--- src/rtl/otr_pkg.sv ---
package otr_pkg;
  typedef struct packed {
    logic tick;
    logic load;
    logic incEvent;
    logic commit;
    logic hostTime;
    logic hostEvent;
  } strobe_t;

  localparam int unsigned COUNT_W = 32;
  localparam int unsigned TICKS_PER_SEC = 4;
endpackage

--- src/rtl/otr_ctrl.sv ---
module otr_ctrl
  import otr_pkg::*;
#(
  parameter int unsigned GLITCH_CYCLES = 16,
  parameter int unsigned TICK_DIV = 1000
) (
  input  logic    clk,
  input  logic    rstN,
  input  logic    eventRaw,
  input  logic    hostWrTime,
  input  logic    hostWrEvent,
  input  logic    shadowBusy,
  output strobe_t st
);
  localparam int unsigned GW = $clog2(GLITCH_CYCLES + 1);
  localparam int unsigned PW = $clog2(TICK_DIV);

  typedef enum logic {S_POR, S_RUN} state_t;

  logic [1:0]    syncQ;
  logic [GW-1:0] glitchCnt;
  logic          filt, filtPrev;
  logic [PW-1:0] preCnt;
  logic          commitPending;
  state_t        state;
  logic          rise, fall, hostOk;

  // two-flop synchroniser
  always_ff @(posedge clk) begin
    if (!rstN) syncQ <= '0;
    else       syncQ <= {syncQ[0], eventRaw};
  end

  // glitch filter: flip only after a full run of disagreeing samples
  always_ff @(posedge clk) begin
    if (!rstN) begin
      glitchCnt <= '0;
      filt      <= 1'b0;
      filtPrev  <= 1'b0;
    end else begin
      filtPrev <= filt;
      if (syncQ[1] == filt) begin
        glitchCnt <= '0;
      end else if (glitchCnt == GW'(GLITCH_CYCLES - 1)) begin
        filt      <= syncQ[1];
        glitchCnt <= '0;
      end else begin
        glitchCnt <= glitchCnt + 1'b1;
      end
    end
  end

  assign rise = filt & ~filtPrev;
  assign fall = ~filt & filtPrev;

  // quarter-second prescaler, held at zero while low so each episode restarts it
  always_ff @(posedge clk) begin
    if (!rstN || !filt)                 preCnt <= '0;
    else if (preCnt == PW'(TICK_DIV-1)) preCnt <= '0;
    else                                preCnt <= preCnt + 1'b1;
  end

  always_ff @(posedge clk) begin
    if (!rstN) state <= S_POR;
    else       state <= S_RUN;
  end

  always_ff @(posedge clk) begin
    if (!rstN)         commitPending <= 1'b0;
    else if (fall)     commitPending <= 1'b1;
    else if (st.commit) commitPending <= 1'b0;
  end

  assign hostOk = (state == S_RUN) & ~filt & ~fall & ~commitPending & ~shadowBusy;

  always_comb begin
    st.tick      = filt && (preCnt == PW'(TICK_DIV - 1));
    st.load      = (state == S_POR) || (rise && !commitPending);
    st.incEvent  = fall;
    st.commit    = commitPending && !shadowBusy && (state == S_RUN);
    st.hostTime  = hostOk && hostWrTime;
    st.hostEvent = hostOk && hostWrEvent && !hostWrTime;
  end

  a_r1_flip_follows_sync: assert property (@(posedge clk) disable iff (!rstN)
    (filt != $past(filt)) |-> (filt == $past(syncQ[1])));
  a_r4_fall_sets_pending: assert property (@(posedge clk) disable iff (!rstN)
    fall |=> commitPending);
  a_r8_host_blocked: assert property (@(posedge clk) disable iff (!rstN)
    (filt || shadowBusy) |-> !(st.hostTime || st.hostEvent));
  a_r10_tick_spacing: assert property (@(posedge clk) disable iff (!rstN)
    st.tick |=> !st.tick);
endmodule

--- src/rtl/otr_shadow.sv ---
module otr_shadow
  import otr_pkg::*;
#(
  parameter int unsigned WRITE_CYCLES = 8,
  parameter logic [COUNT_W-1:0] INIT_TIME = '0,
  parameter logic [COUNT_W-1:0] INIT_EVENT = '0
) (
  input  logic               clk,
  input  logic               rstN,
  input  logic               wrTime,
  input  logic               wrEvent,
  input  logic [COUNT_W-1:0] timeIn,
  input  logic [COUNT_W-1:0] eventIn,
  output logic [COUNT_W-1:0] timeStore,
  output logic [COUNT_W-1:0] eventStore,
  output logic               busy
);
  localparam int unsigned BW = $clog2(WRITE_CYCLES + 1);
  logic [BW-1:0] busyCnt;

  always_ff @(posedge clk) begin
    if (!rstN) begin
      timeStore  <= INIT_TIME;
      eventStore <= INIT_EVENT;
      busyCnt    <= '0;
    end else begin
      if (wrTime)  timeStore  <= timeIn;
      if (wrEvent) eventStore <= eventIn;
      if (wrTime || wrEvent)   busyCnt <= BW'(WRITE_CYCLES);
      else if (busyCnt != '0)  busyCnt <= busyCnt - 1'b1;
    end
  end

  assign busy = (busyCnt != '0);

  a_r5_busy_after_write: assert property (@(posedge clk) disable iff (!rstN)
    (wrTime || wrEvent) |=> busy);
  a_r5_time_store_holds: assert property (@(posedge clk) disable iff (!rstN)
    !wrTime |=> $stable(timeStore));
endmodule

--- src/rtl/otr_datapath.sv ---
module otr_datapath
  import otr_pkg::*;
(
  input  logic               clk,
  input  logic               rstN,
  input  strobe_t            st,
  input  logic [COUNT_W-1:0] hostData,
  input  logic [COUNT_W-1:0] shadowTime,
  input  logic [COUNT_W-1:0] shadowEvent,
  input  logic [COUNT_W-1:0] limitTime,
  input  logic [COUNT_W-1:0] limitEvent,
  input  logic               limitTimeEn,
  input  logic               limitEventEn,
  input  logic               alarmActiveHigh,
  output logic [COUNT_W-1:0] timeReg,
  output logic [COUNT_W-1:0] eventReg,
  output logic               wrTime,
  output logic               wrEvent,
  output logic [COUNT_W-1:0] wrTimeData,
  output logic [COUNT_W-1:0] wrEventData,
  output logic               alarm
);
  localparam logic [COUNT_W-1:0] MAXV = '1;
  logic alarmCond;

  always_ff @(posedge clk) begin
    if (!rstN) begin
      timeReg  <= '0;
      eventReg <= '0;
    end else begin
      if (st.load)                          timeReg <= shadowTime;
      else if (st.hostTime)                 timeReg <= hostData;
      else if (st.tick && timeReg != MAXV)  timeReg <= timeReg + 1'b1;

      if (st.load)                              eventReg <= shadowEvent;
      else if (st.hostEvent)                    eventReg <= hostData;
      else if (st.incEvent && eventReg != MAXV) eventReg <= eventReg + 1'b1;
    end
  end

  assign wrTime      = st.commit | st.hostTime;
  assign wrEvent     = st.commit | st.hostEvent;
  assign wrTimeData  = st.hostTime  ? hostData : timeReg;
  assign wrEventData = st.hostEvent ? hostData : eventReg;

  assign alarmCond = (limitTimeEn && timeReg >= limitTime) ||
                     (limitEventEn && eventReg >= limitEvent);
  assign alarm = alarmActiveHigh ? alarmCond : ~alarmCond;

  a_r2_time_holds: assert property (@(posedge clk) disable iff (!rstN)
    (!st.tick && !st.load && !st.hostTime) |=> $stable(timeReg));
  a_r3_time_no_wrap: assert property (@(posedge clk) disable iff (!rstN)
    (timeReg == MAXV && !st.load && !st.hostTime) |=> (timeReg == MAXV));
  a_r4_event_step: assert property (@(posedge clk) disable iff (!rstN)
    (st.incEvent && !st.load && eventReg != MAXV) |=> (eventReg == $past(eventReg) + 1'b1));
  a_r9_alarm_idle: assert property (@(posedge clk) disable iff (!rstN)
    (!limitTimeEn && !limitEventEn) |-> (alarm == !alarmActiveHigh));
endmodule

--- src/rtl/on_time_recorder.sv ---
module on_time_recorder
  import otr_pkg::*;
#(
  parameter int unsigned CLK_HZ = 125_000_000,
  parameter int unsigned GLITCH_CYCLES = 16,
  parameter int unsigned WRITE_CYCLES = 8,
  parameter logic [31:0] INIT_TIME = 32'h0,
  parameter logic [31:0] INIT_EVENT = 32'h0
) (
  input  logic        clk,
  input  logic        rstN,
  input  logic        eventRaw,
  input  logic        hostWrTime,
  input  logic        hostWrEvent,
  input  logic [31:0] hostData,
  input  logic [31:0] limitTime,
  input  logic [31:0] limitEvent,
  input  logic        limitTimeEn,
  input  logic        limitEventEn,
  input  logic        alarmActiveHigh,
  output logic [31:0] elapsedTime,
  output logic [31:0] eventCount,
  output logic [31:0] shadowTime,
  output logic [31:0] shadowEvent,
  output logic        shadowBusy,
  output logic        alarm
);
  localparam int unsigned TICK_DIV = CLK_HZ / TICKS_PER_SEC;

  strobe_t            st;
  logic               wrTime, wrEvent;
  logic [COUNT_W-1:0] wrTimeData, wrEventData;

  otr_ctrl #(.GLITCH_CYCLES(GLITCH_CYCLES), .TICK_DIV(TICK_DIV)) u_ctrl (
    .clk(clk), .rstN(rstN), .eventRaw(eventRaw),
    .hostWrTime(hostWrTime), .hostWrEvent(hostWrEvent),
    .shadowBusy(shadowBusy), .st(st)
  );

  otr_datapath u_datapath (
    .clk(clk), .rstN(rstN), .st(st), .hostData(hostData),
    .shadowTime(shadowTime), .shadowEvent(shadowEvent),
    .limitTime(limitTime), .limitEvent(limitEvent),
    .limitTimeEn(limitTimeEn), .limitEventEn(limitEventEn),
    .alarmActiveHigh(alarmActiveHigh),
    .timeReg(elapsedTime), .eventReg(eventCount),
    .wrTime(wrTime), .wrEvent(wrEvent),
    .wrTimeData(wrTimeData), .wrEventData(wrEventData), .alarm(alarm)
  );

  otr_shadow #(.WRITE_CYCLES(WRITE_CYCLES), .INIT_TIME(INIT_TIME), .INIT_EVENT(INIT_EVENT)) u_shadow (
    .clk(clk), .rstN(rstN), .wrTime(wrTime), .wrEvent(wrEvent),
    .timeIn(wrTimeData), .eventIn(wrEventData),
    .timeStore(shadowTime), .eventStore(shadowEvent), .busy(shadowBusy)
  );
endmodule

--- config.mk ---
export PLATFORM = sky130hd
export DESIGN_NAME = on_time_recorder
export DESIGN_NICKNAME = d
export VERILOG_FILES = /design/src/rtl/otr_pkg.sv /design/src/rtl/otr_ctrl.sv /design/src/rtl/otr_shadow.sv /design/src/rtl/otr_datapath.sv /design/src/rtl/on_time_recorder.sv
export SDC_FILE = /design/constraint.sdc
export NUM_CORES = 1
export LEC_CHECK = 0
export BUFFER_PORTS_ARGS = -buffer_cell sky130_fd_sc_hd__buf_2
export CAP_MARGIN = 5
export CORE_MARGIN = 2
export CORE_UTILIZATION = 55
export CTS_CLUSTER_SIZE = 8
export DETAILED_ROUTE_END_ITERATION = 12
export HOLD_SLACK_MARGIN = 0.1
export PLACE_DENSITY = 0.91
export SYNTH_ARGS = -nofsm -noshare
export SYNTH_HDL_FRONTEND = slang
export SYNTH_HIERARCHICAL = 1
export SYNTH_SLANG_ARGS = --single-unit
--- constraint.sdc ---
create_clock -name clk -period 5 [get_ports clk]
set_input_delay 1.5 -clock clk [delete_from_list [all_inputs] [get_ports clk]]
set_output_delay 1.5 -clock clk [all_outputs]
set_load 0.05 [all_outputs]
Yosys cells after proc, flatten, opt, wreduce, memory -nomap -nowiden
Index checks and enable logic that the tools add are counted.
{"block": "op_classes", "addsub": 5, "magnitude_cmp": 2, "eq_ne": 5, "n_mux": 14, "bitwise_logic": 17, "reduce_logical": 29}
{"operator": "32-bit two-way mux", "count": 8}
{"operator": "32-bit by 1-bit adder with 32-bit output (second input constant)", "count": 2}
{"operator": "32-bit >= comparator", "count": 2}
{"operator": "32-bit inequality test (second input constant)", "count": 2}
{"operator": "25-bit by 1-bit adder with 25-bit output (second input constant)", "count": 1}
{"operator": "25-bit equality test (second input constant)", "count": 1}
{"operator": "1-bit logical AND", "count": 11}
{"operator": "1-bit NOT", "count": 9}
{"operator": "4-bit two-way mux", "count": 2}
{"operator": "1-bit AND", "count": 6}
{"operator": "3-bit nonzero test", "count": 2}
{"operator": "5-bit by 1-bit adder with 5-bit output (second input constant)", "count": 1}
{"operator": "5-bit by 4-bit equality test with 1-bit output (second input constant)", "count": 1}
{"operator": "1-bit zero test", "count": 5}
{"operator": "1-bit logical OR", "count": 4}
{"operator": "1-bit two-way mux", "count": 4}
{"operator": "2-bit nonzero test", "count": 2}
{"operator": "4-bit nonzero test", "count": 1}
{"operator": "2-bit OR reduction", "count": 2}
{"operator": "4-bit by 1-bit subtractor with 4-bit output (second input constant)", "count": 1}
{"operator": "3-bit OR reduction", "count": 1}
{"operator": "1-bit OR", "count": 2}
{"operator": "2-bit AND reduction", "count": 1}
{"operator": "1-bit equality test", "count": 1}
{"block": "totals", "ff_bits": 168, "input_bits": 104, "out_inout_bits": 130, "wordCells": 85}

Longest topological paths before layout
{"block": "depth", "depth_word": 11, "ltp_mapped": 16, "depth_no_buf": 12}

By module
The synthesis kept the hierarchy.
{"module": "otr_datapath", "n_inst": 1, "cells_per_inst": 995, "area_per_inst_um2": 7045.5}
{"module": "otr_shadow", "n_inst": 1, "cells_per_inst": 229, "area_per_inst_um2": 2631.3}
{"module": "otr_ctrl", "n_inst": 1, "cells_per_inst": 180, "area_per_inst_um2": 1632.8}

Least setup slack after synthesis
OpenSTA, ideal clock, no wires.
{"block": "synth_path", "path_kind": "input -> output", "startpoint": "input port limitTime[0]", "endpoint": "output port alarm", "arrival_ps": 3873, "setup_slack_ps": -373, "cell_stages": 7, "path_buffers": 0, "path_cell_list": "ha_1 > nand2b_1 > a2111o_1 > a311oi_1 > o211ai_1 > a2111oi_0 > xor2_1"}
{"block": "synth_via", "elab_chain_len": 5}
{"item": "start: declaration", "line_no": "on_time_recorder.sv:16", "rtl": "input logic [31:0] limitTime,"}
{"item": "32-bit >= comparator *", "line_no": "otr_datapath.sv:46", "rtl": "assign alarmCond = (limitTimeEn && timeReg >= limitTime) ||"}
{"item": "1-bit logical AND *", "line_no": "otr_datapath.sv:46"}
{"item": "1-bit logical OR *", "line_no": "otr_datapath.sv:46"}
{"item": "1-bit NOT", "line_no": "otr_datapath.sv:48", "rtl": "assign alarm = alarmActiveHigh ? alarmCond : ~alarmCond;"}
{"item": "1-bit two-way mux *", "line_no": "otr_datapath.sv:48"}
{"item": "end: declaration", "line_no": "on_time_recorder.sv:26", "rtl": "output logic alarm"}
Mark *: on every way between the ends. The rest lies on a longest branch, timed or not.

Worst setup path after layout
{"block": "layout_path", "startpoint": "input port limitEvent[5]", "endpoint": "output port alarm"}
{"block": "layout_via", "elab_chain_len": 5}
{"item": "start: declaration", "line_no": "on_time_recorder.sv:17", "rtl": "input logic [31:0] limitEvent,"}
{"item": "32-bit >= comparator *", "line_no": "otr_datapath.sv:47", "rtl": "(limitEventEn && eventReg >= limitEvent);"}
{"item": "1-bit logical AND *", "line_no": "otr_datapath.sv:47"}
{"item": "1-bit logical OR *", "line_no": "otr_datapath.sv:46"}
{"item": "1-bit NOT", "line_no": "otr_datapath.sv:48"}
{"item": "1-bit two-way mux *", "line_no": "otr_datapath.sv:48"}
Marks and branches as above.

==> results.toml <==
[critical_path]
crit-reg2reg-launch = "u_shadow/busyCnt[0]"
r2r.worst_path.cells = 12
max_stage_delay_ps = 520
r2r_slack_ps = 1230
crit_required_ps = 3500
path_class = "input pin to primary output"
cp_cell_sequence = "buf_2 -> inv_1 -> ha_4 -> nand2_1 -> or4_1 -> o32a_1 -> a21oi_4 -> a2111oi_4 -> xor2_2 -> buf_6"
worstPathArrival_ps = 3600
cp_max_fo = 2
r2r_end = "u_datapath/eventReg[17]"
worstSetupEndpointType = "primary output"
startpoint_type = "input pin"
worst_path_max_delay_cell = "or4_1"

[worst_hold_path]
whs_endpoint = "u_ctrl/glitchCnt[0]"
holdPathStages = 1
hp-start = "u_ctrl/glitchCnt[0]"
hold_class = "register to register"

[placed_design]
gp_congestion = 0.941
dp_hpwl_mm = 26.0
placed_cells = 1860
io_buffer_count = 233
place_area_um2 = 12700

[cts]
cts_htree_levels = 4
root_buffer = "clkbuf_16"
cts.clk_slew.worst_paths_ps = 60
cts_buffers = 17
cts.sinks = 168
cts_setup_buffers = 0
clock_latency_ps = 430
cts_tree = "built"
ctsLongestPathBuffers = 2

[power_and_ir_drop]
combPwrFrac = 0.285
ir_drop_uv = 286
switching_share = 0.350
p_int_w = 0.00264
power_density_nw_per_um2 = 301
p_clk_frac = 0.338
p_leak_nw = 5.49
p_sw_w = 0.00142
seqPwrFrac = 0.376
total_power_w = 0.00406

[finish]
drive_gt1_frac = 0.237
area_growth_pct = 19.4
nets = 1783
instances_no_fill = 1891
final_cell_mix = "227 x buf_2, 168 x dfxtp_1, 133 x nand2_1"
stdcell_area_um2 = 13500
final_common_cell = "buf_2"

[sta]
fmax_ghz = 0.196
setup_ws_ps = -95.6
worstMarginPinSlew_ps = 1250
worst_clock_skew_ps = 9.32
fin_crit_sh = 1.02
slew_headroom = 0.167
rsz0062_at_grt = "yes"
setup_viol_count_final = 1
finalMaxSlewViolations = 0
setup_tns_ps = -95.6
hold_violations = 0
finalCriticalPeriod_ps = 5100

[global_route]
grt_max_degree = 57
overflow = 0
grt_pass1_wl_mm = 56.9
track_usage = 0.326
grt_pass1_vias = 11100
antenna_found_initial = 1

[drt]
wire_per_inst_um = 19.1
viasPerCell = 6.12
via_count = 11600
postRouteAntennaNets = 0
drtIter0Drc = 1263
drc = 0
drtPass1Iterations = 6
wl_mm = 36.2

[synthesis]
synth_warnings = 6
synthFlopType = "dfxtp_1"
synth.cell_area_um2 = 11300
synth_enable_flop_cells = 0
synthArstFlopShare = 0
ys_ff_latch = 168
synth_cells = 1404
yosysSeqAreaShare = 0.297
avgSynthCellArea_um2 = 8.06
synth_nets = 1579
synth.distinct_cells = 78

[floorplanning]
die_h_um = 147
core_um2 = 20200
rows = 52
die_area_um2 = 21700
die_w_um = 147
ios = 234
start_util = 0.559

[status]
status = "finished with violations"
violations = "negative setup slack"

[flow_run]
max_cap_violations = 0
==> critical path: cells and delay by family <==
family	cells	cell delay [ps]
compound gates	3	760
simple gates	2	570
buf+inv	3	310
xor+xnor	1	180
fa+ha+maj	1	270
==> cell families (layout without fill, tap and decap cells) <==
logic type / Yosys count / in the layout / synth area share
simple gates: 485 / 485 / 0.227
compound gates: 330 / 330 / 0.190
buf+inv: 200 / 416 / 0.0766
flops: 168 / 168 / 0.297
mux: 106 / 106 / 0.0965
fa+ha+maj: 71 / 71 / 0.0785
xor+xnor: 44 / 44 / 0.0341
other cells: 0 / 1 / 0
==> sequential cells by signal, indices dropped and copies added, names as in the netlist, 2 cells and up <==
name,flops
u_shadow/eventStore,32
u_ctrl/glitchCnt,5
u_datapath/eventReg,32
u_shadow/busyCnt,4
u_ctrl/preCnt,25
u_datapath/timeReg,32
u_ctrl/syncQ,2
u_shadow/timeStore,32
==> synthesized netlist by cell type (10+ instances only) <==
cell      count  share of area
nand2_1     134          0.044
or4_1        14         0.0093
nor3_1       22         0.0097
xnor2_1      28          0.022
mux2_2       24          0.024
o31ai_1      15          0.010
ha_1         71          0.079
or3_1        11         0.0061
nor4_1       20          0.011
buf_2        12         0.0053
a211oi_1     14         0.0093
nor2_1       78          0.026
xor2_1       16          0.012
dfxtp_1     168           0.30
clkbuf_1     44          0.015
a21oi_1      84          0.037
a211oi_2     10          0.011
inv_1       120          0.040
nand3_1      47          0.021
o211ai_1     20          0.013
nor2b_1      70          0.039
nand4_1      35          0.019
o21a_1       10         0.0066
mux2i_1      82          0.073
o21ai_0     108          0.048
==> timing repair <==
action                                  in CTS  in global routing
resized for setup                           28                  5
hold buffers                                 0                  0
pin swaps                                   16                  2
endpoints found under the setup margin       1                  1
gates cloned                                 0                  0
==> power groups by stage <==
stage / Combinational [W] / Sequential, W / Clock [W]
global placement: 0.00108 / 0.00155 / 0
global route: 0.00124 / 0.00154 / 0.00144
detailed placement: 0.00111 / 0.00155 / 0
floorplan: 0.000651 / 0.00172 / 0
CTS: 0.00114 / 0.00152 / 0.00138
finish: 0.00116 / 0.00153 / 0.00137
==> metrics by stage <==
| step | utilization | hold WS, ps | setup WS, ps |
|---|---|---|---|
| finish | 0.667 | 448 | -95.6 |
| global route | 0.667 | 468 | -137 |
| CTS | 0.666 | 439 | -82.4 |
| detailed placement | 0.628 | 428 | -573 |
| global placement | 0.628 | 418 | -486 |
| floorplan | - | 412 | 4.45 |
==> metal layers <==
metal	vias up	GRT usage	wire, um
met5	-	0	0
met4	0	0.180	1650
met3	120	0.0497	3270
met2	686	0.528	16700
met1	5342	0.418	14500
li1	5419	-	-
==> how the worst max path moves through the flow <==
stage | startpoint | endpoint
floorplan | limitTime[1] | alarm
global placement | limitEvent[13] | alarm
detailed placement | limitEvent[15] | alarm
CTS | limitEvent[9] | alarm
global route | limitEvent[9] | alarm
finish | limitEvent[5] | alarm
==> cell type report <==
| class | instances | area [um2] |
|---|---|---|
| Multi-Input combinational cell | 1036 | 7300 |
| Antenna cell | 1 | 2.50 |
| Inverter | 120 | 453 |
| Timing Repair Buffer | 265 | 1440 |
| Tap cell | 270 | 338 |
| Sequential cell | 168 | 3360 |
| Fill cell | 1660 | 6730 |
| Clock inverter | 8 | 120 |
| Clock buffer | 23 | 478 |
(Power assumes the default switching activity.)
